**src/rtl/uart_route_pkg.sv**
```systemverilog
package uart_route_pkg;

  typedef enum logic [1:0] {
    CM_NORMAL      = 2'b00,
    CM_AUTO_ECHO   = 2'b01,
    CM_LOCAL_LOOP  = 2'b10,
    CM_REMOTE_LOOP = 2'b11
  } chan_mode_e;

  typedef struct packed {
    logic echo;        // txd from re-timed receive line
    logic local_lp;    // serializer feeds deserializer
    logic rx_clk_tx;   // receiver runs off transmit strobe
    logic tx_clk_rx;   // transmitter runs off receive strobe
    logic cpu_rx_on;   // receive data/errors reach CPU
    logic chk_on;      // parity/framing checks active
    logic tx_stat_on;  // transmitter status reported
    logic cpu_tx_on;   // CPU writes reach transmitter
  } route_ctl_t;

  function automatic logic mode_echoes(chan_mode_e m);
    return (m == CM_AUTO_ECHO) || (m == CM_REMOTE_LOOP);
  endfunction

  function automatic route_ctl_t decode_mode(chan_mode_e m);
    route_ctl_t c;
    c.echo       = mode_echoes(m);
    c.local_lp   = (m == CM_LOCAL_LOOP);
    c.rx_clk_tx  = (m == CM_LOCAL_LOOP);
    c.tx_clk_rx  = mode_echoes(m);
    c.cpu_rx_on  = (m != CM_REMOTE_LOOP);
    c.chk_on     = (m != CM_REMOTE_LOOP);
    c.tx_stat_on = (m != CM_AUTO_ECHO);
    c.cpu_tx_on  = (m != CM_AUTO_ECHO);
    return c;
  endfunction

endpackage

```
**src/rtl/uart_mode_decode.sv**
```systemverilog
module uart_mode_decode
  import uart_route_pkg::*;
(
  input  logic [1:0]  mode_i,
  output route_ctl_t  ctl_o
);

  chan_mode_e mode_e;

  always_comb begin
    mode_e = chan_mode_e'(mode_i);
    ctl_o  = decode_mode(mode_e);
  end

  always_comb begin
    assert_exclusive_R1: assert (!(ctl_o.echo && ctl_o.local_lp));
  end

endmodule

```
**src/rtl/uart_echo_retimer.sv**
```systemverilog
module uart_echo_retimer #(
  parameter logic IDLE_LVL = 1'b1
) (
  input  logic clk,
  input  logic rst_n,
  input  logic active_i,
  input  logic smp_stb_i,
  input  logic rx_bit_i,
  input  logic brk_det_i,
  input  logic start_ok_i,
  output logic echo_bit_o,
  output logic brk_hold_o
);

  logic bit_q;
  logic brk_q;

  always_ff @(posedge clk or negedge rst_n) begin
    if (!rst_n) begin
      bit_q <= IDLE_LVL;
    end else if (smp_stb_i) begin
      bit_q <= rx_bit_i;
    end
  end

  // release wins over a same-cycle break
  always_ff @(posedge clk or negedge rst_n) begin
    if (!rst_n) begin
      brk_q <= 1'b0;
    end else if (start_ok_i) begin
      brk_q <= 1'b0;
    end else if (brk_det_i && active_i) begin
      brk_q <= 1'b1;
    end
  end

  assign brk_hold_o = brk_q;
  assign echo_bit_o = brk_q ? 1'b0 : bit_q;

  assert_break_held_R6: assert property (@(posedge clk) disable iff (!rst_n)
    (active_i && brk_det_i && !start_ok_i) |=> (echo_bit_o == 1'b0));

  assert_start_releases_R6: assert property (@(posedge clk) disable iff (!rst_n)
    start_ok_i |=> !brk_hold_o);

  assert_retime_R2: assert property (@(posedge clk) disable iff (!rst_n)
    (smp_stb_i && !brk_det_i && !brk_hold_o) |=> (echo_bit_o == $past(rx_bit_i)));

endmodule

```
**src/rtl/uart_echo_exit.sv**
```systemverilog
module uart_echo_exit (
  input  logic clk,
  input  logic rst_n,
  input  logic echo_mode_i,
  input  logic tx_en_i,
  input  logic smp_stb_i,
  input  logic stop_smp_i,
  output logic echo_sel_o,
  output logic hold_o
);

  logic stop_win_q;
  logic echo_prev_q;
  logic linger_q;
  logic stop_begin;
  logic win_open;
  logic hold_c;
  logic linger_n;

  assign stop_begin = smp_stb_i && stop_smp_i;
  assign win_open   = stop_win_q || stop_begin;
  assign hold_c     = tx_en_i && !echo_mode_i && (echo_prev_q || linger_q) && win_open;
  assign linger_n   = tx_en_i && !echo_mode_i && (echo_prev_q || linger_q)
                      && (stop_begin || (stop_win_q && !smp_stb_i));

  always_ff @(posedge clk or negedge rst_n) begin
    if (!rst_n) begin
      stop_win_q  <= 1'b0;
      echo_prev_q <= 1'b0;
      linger_q    <= 1'b0;
    end else begin
      if (stop_begin) begin
        stop_win_q <= 1'b1;
      end else if (smp_stb_i) begin
        stop_win_q <= 1'b0;
      end
      echo_prev_q <= echo_mode_i;
      linger_q    <= linger_n;
    end
  end

  assign hold_o     = hold_c;
  assign echo_sel_o = echo_mode_i || hold_c;

  assert_hold_ends_on_strobe_R8: assert property (@(posedge clk) disable iff (!rst_n)
    (smp_stb_i && !stop_smp_i) |=> !linger_q);

  assert_no_hold_without_tx_R8: assert property (@(posedge clk) disable iff (!rst_n)
    !tx_en_i |-> !hold_o);

endmodule

```
**src/rtl/uart_chan_router.sv**
```systemverilog
module uart_chan_router
  import uart_route_pkg::*;
#(
  parameter int ERR_W = 3
) (
  input  logic             clk,
  input  logic             rst_n,
  input  logic [1:0]       mode,
  input  logic             rx_pin,
  output logic             txd,
  input  logic             tx_ser_in,
  output logic             rx_line_out,
  input  logic             tx_baud_en,
  input  logic             rx_baud_en,
  output logic             tx_clk_en_out,
  output logic             rx_clk_en_out,
  input  logic             rx_smp_stb,
  input  logic             rx_stop_smp,
  input  logic             rx_break_det,
  input  logic             rx_start_ok,
  input  logic             tx_enabled,
  input  logic             rx_dat_vld_in,
  input  logic [ERR_W-1:0] rx_err_in,
  output logic             rx_dat_vld_out,
  output logic [ERR_W-1:0] rx_err_out,
  output logic             par_chk_en,
  output logic             frm_chk_en,
  input  logic             cpu_tx_wr_in,
  output logic             cpu_tx_wr_out,
  input  logic             tx_rdy_in,
  input  logic             tx_emt_in,
  output logic             tx_rdy_out,
  output logic             tx_emt_out
);

  route_ctl_t ctl;
  logic       echo_bit;
  logic       brk_hold;
  logic       echo_sel;
  logic       exit_hold;

  uart_mode_decode u_dec (
    .mode_i (mode),
    .ctl_o  (ctl)
  );

  uart_echo_retimer #(.IDLE_LVL(1'b1)) u_retime (
    .clk        (clk),
    .rst_n      (rst_n),
    .active_i   (ctl.echo),
    .smp_stb_i  (rx_smp_stb),
    .rx_bit_i   (rx_pin),
    .brk_det_i  (rx_break_det),
    .start_ok_i (rx_start_ok),
    .echo_bit_o (echo_bit),
    .brk_hold_o (brk_hold)
  );

  uart_echo_exit u_exit (
    .clk         (clk),
    .rst_n       (rst_n),
    .echo_mode_i (ctl.echo),
    .tx_en_i     (tx_enabled),
    .smp_stb_i   (rx_smp_stb),
    .stop_smp_i  (rx_stop_smp),
    .echo_sel_o  (echo_sel),
    .hold_o      (exit_hold)
  );

  always_comb begin
    if (echo_sel)          txd = echo_bit;
    else if (ctl.local_lp) txd = 1'b1;
    else                   txd = tx_ser_in;
  end

  assign rx_line_out    = ctl.local_lp ? tx_ser_in : rx_pin;
  assign tx_clk_en_out  = ctl.tx_clk_rx ? rx_baud_en : tx_baud_en;
  assign rx_clk_en_out  = ctl.rx_clk_tx ? tx_baud_en : rx_baud_en;
  assign rx_dat_vld_out = rx_dat_vld_in & ctl.cpu_rx_on;
  assign rx_err_out     = rx_err_in & {ERR_W{ctl.cpu_rx_on}};
  assign par_chk_en     = ctl.chk_on;
  assign frm_chk_en     = ctl.chk_on;
  assign cpu_tx_wr_out  = cpu_tx_wr_in & ctl.cpu_tx_on;
  assign tx_rdy_out     = tx_rdy_in & ctl.tx_stat_on;
  assign tx_emt_out     = tx_emt_in & ctl.tx_stat_on;

  assert_local_txd_high_R4: assert property (@(posedge clk) disable iff (!rst_n)
    (mode == 2'b10 && !exit_hold) |-> txd);

  assert_local_loop_line_R4: assert property (@(posedge clk) disable iff (!rst_n)
    (mode == 2'b10) |-> (rx_line_out == tx_ser_in));

  assert_remote_silent_R5: assert property (@(posedge clk) disable iff (!rst_n)
    (mode == 2'b11) |-> (!rx_dat_vld_out && rx_err_out == '0 && !par_chk_en));

  assert_auto_status_off_R3: assert property (@(posedge clk) disable iff (!rst_n)
    (mode == 2'b01) |-> (!tx_rdy_out && !tx_emt_out && !cpu_tx_wr_out));

  assert_normal_pass_R1: assert property (@(posedge clk) disable iff (!rst_n)
    (mode == 2'b00 && !exit_hold) |-> (txd == tx_ser_in && rx_line_out == rx_pin));

endmodule

```
**config.mk**
```make
export PLATFORM = sky130hd
export DESIGN_NAME = uart_chan_router
export DESIGN_NICKNAME = d
export VERILOG_FILES = /design/src/rtl/uart_route_pkg.sv /design/src/rtl/uart_mode_decode.sv /design/src/rtl/uart_echo_retimer.sv /design/src/rtl/uart_echo_exit.sv /design/src/rtl/uart_chan_router.sv
export SDC_FILE = /design/constraint.sdc
export NUM_CORES = 1
export LEC_CHECK = 0
export BUFFER_PORTS_ARGS = -buffer_cell sky130_fd_sc_hd__buf_2
export CAP_MARGIN = 20
export CORE_AREA = 2 2 39 41
export DETAILED_ROUTE_END_ITERATION = 10
export DIE_AREA = 0 0 41 43
export PLACE_DENSITY = 0.65
export RECOVER_POWER = 25
export SLEW_MARGIN = 20
export SYNTH_ARGS = -nofsm -noshare
export SYNTH_HDL_FRONTEND = slang
export SYNTH_SLANG_ARGS = --single-unit
```
**constraint.sdc**
```tcl
create_clock -name clk -period 0.91 [get_ports clk]
set_input_delay 0.091 -clock clk [delete_from_list [all_inputs] [get_ports clk]]
set_output_delay 0.091 -clock clk [all_outputs]
set_load 0.01 [all_outputs]
```
==> results.toml <==
[status]
status = "finished, violations left"
violations = "setup timing"

[hold_path]
hp-class = "in2reg"

[setup_path]
required_ns = 0.82
endpoint_kind = "output pin"
cp.arrival_ns = 1.13
start_kind = "register"
path_class = "reg2out"
critPathMaxFanout = 2

[synthesis]
syn_area_sq_um = 308
avgSynthCellArea_sq_um = 9.93
ys_ff_latch = 5
yosysUniqueCellTypes = 16
yosysWarnings = 0
syn_nets = 51
synthCells = 31
ys_seq_area_share_pct = 41.1

[detailed_routing]
drc_errors = 0
wl_microns = 845
antenna_left = 0
drtIter0Drc = 2
viasPerCell = 3.94
wl_per_cell_microns = 9.83
vias = 339
dr.pass1.iters = 2

[global_route]
grt_max_degree = 8
grt_pass1_wl_mm = 1.13
grt_overflow_total = 0
grt_usage_pct = 9.77
grt_pass1_vias = 278
grtUsageMet1_pct = 10.1
met2_usage_pct = 15.0
grt_use_met3_pct = 4.71
antenna_found_initial = 0
grt-busiest-layer = "met2"

[clocking]
cts-root-buf = "clkbuf_4"
cts_tree = "built"
cts_sinks = 5
htree_levels = 1
clk_pin_slew_ns = 0.05
post-cts-setup-buffers = 0
clock_latency_ns = 0.24
numCtsBuffers = 3
clock_tree.buffer_depth = 2

[final_layout]
area_delta_synth_final_pct = 81.7
fin_nets = 91
layout_commonest_cell = "buf_2"
layout_common_cells = "buf_2, and2_1, dfrtp_1"
drive_gt1_share_pct = 62.9
final_util_pct = 40.4
fillers = 142
antenna_cells = 0

[floorplan]
start_util_pct = 22.2
num_rows = 14
pin_count = 33
fp.dieW_microns = 41
core_sq_mm = 0.00138
die_area_sq_mm = 0.00176
die_y_microns = 43

[power]
ir_drop_mv = 0.405
power.density_mw_per_mm2 = 1270
power_mw = 0.710
power_leakage_nw = 0.296

[sta]
hold_viol = 0
setup_slack_ns = -0.313
finalMaxSlewViolations = 0
fin_crit_ns = 1.22
worst_slew_pin_slew_ns = 0.318
max_slew_margin_pct = 78.8
min_period_over_period_pct = 134
skew_ns = 0.00581
setup_viol = 11
max_freq_ghz = 0.818
rsz0062_at_grt = "yes"

[run]
drv_cap = 0

[place]
gp_congestion = 0.566
numPortBuffers = 32
dp_hpwl_microns = 669
-- flip-flops by register name, summed over array words and instances (netlist names) --
signal               flops
u_exit.echo_prev_q       1
u_exit.linger_q          1
u_exit.stop_win_q        1
u_retime.bit_q           1
u_retime.brk_hold_o      1
-- layer usage --
layer  wire, microns  vias to the layer above
met5               0                        -
met1             363                      147
met2             413                       13
met4               0                        0
li1                -                      179
met3              67                        0
-- report_power, final --
| group | switching [mW] | leakage (nW) | internal (mW) | total (mW) |
|---|---|---|---|---|
| Sequential | 0.00790 | 0.0607 | 0.242 | 0.250 |
| Combinational | 0.0867 | 0.221 | 0.116 | 0.202 |
| Clock | 0.0918 | 0.0150 | 0.166 | 0.258 |
-- worst max-delay path, cell delays in order, from the launching register on --
cell	delay, ns
dfrtp_1	0.37
o21ai_2	0.16
o21bai_1	0.09
mux2i_1	0.14
buf_2	0.14
-- logic make-up (layout without fill, tap and decap cells) --
kind of cell | after synthesis | count (layout) | synth area share [%]
buf+inv | 2 | 41 | 3.66
simple gates | 14 | 14 | 26.4
compound gates | 4 | 4 | 7.32
mux | 6 | 6 | 21.5
flops | 5 | 5 | 41.1
-- per-stage QoR --
step | setup TNS (ns) | hold WS [ns] | setup slack (ns) | instances | cell area, sq um
2_1_floorplan | 0 | -0.205 | 0.00413 | 31 | 308
3_3_place_gp | -0.111 | -0.0918 | -0.0434 | 80 | 499
3_5_place_dp | -0.121 | -0.0904 | -0.0623 | 80 | 499
4_1_cts | -0.316 | 0.0841 | -0.316 | 86 | 552
5_1_grt | -2.06 | 0.112 | -0.381 | 86 | 559
6_report | -1.43 | 0.0913 | -0.313 | 86 | 559
-- final timing paths --
path	startpoint	endpoint	slack, ns	depth (start not counted)
setup reg to reg	u_exit.stop_win_q$_DFFE_PN0P_	u_exit.linger_q$_DFF_PN0_	0.01	2
setup / recovery	u_exit.linger_q$_DFF_PN0_	txd	-0.31	4
hold / removal	rx_break_det	u_retime.brk_hold_o$_DFFE_PN0P_	0.09	3
max in group asynchronous	rst_n	u_retime.bit_q$_DFFE_PN1P_	0.41	2
min in group asynchronous	rst_n	u_exit.echo_prev_q$_DFF_PN0_	0.22	2
hold reg to reg	u_retime.brk_hold_o$_DFFE_PN0P_	u_retime.brk_hold_o$_DFFE_PN0P_	0.50	2
-- what timing repair did --
item                       in CTS  in global routing
hold buffers                    2                  0
resized for setup               2                  4
hold endpoints to repair        6                  0
pin swaps                       0                  0
setup endpoints to repair       3                  3
-- Yosys cell counts, drive strengths merged --
cell    instances  share of area (%)
a21oi           2                3.3
and2            7                 14
buf             1                2.4
clkbuf          1                1.2
dfrtp           4                 33
dfstp           1                8.5
mux2            5                 18
mux2i           1                3.3
nand2           1                1.2
nand2b          2                4.1
nor2            2                2.4
nor2b           1                2.0
nor3b           1                2.4
o21ai           1                1.6
o21bai          1                2.4
-- cell type report --
class	count	area, sq um	area share, %
multi-input combinational	24	189	33.8
clock buffer	4	26.3	4.70
sequential	5	126	22.6
tap	16	20.0	3.58
timing repair buffer	37	198	35.3
Power figures use the tool's default switching activity.
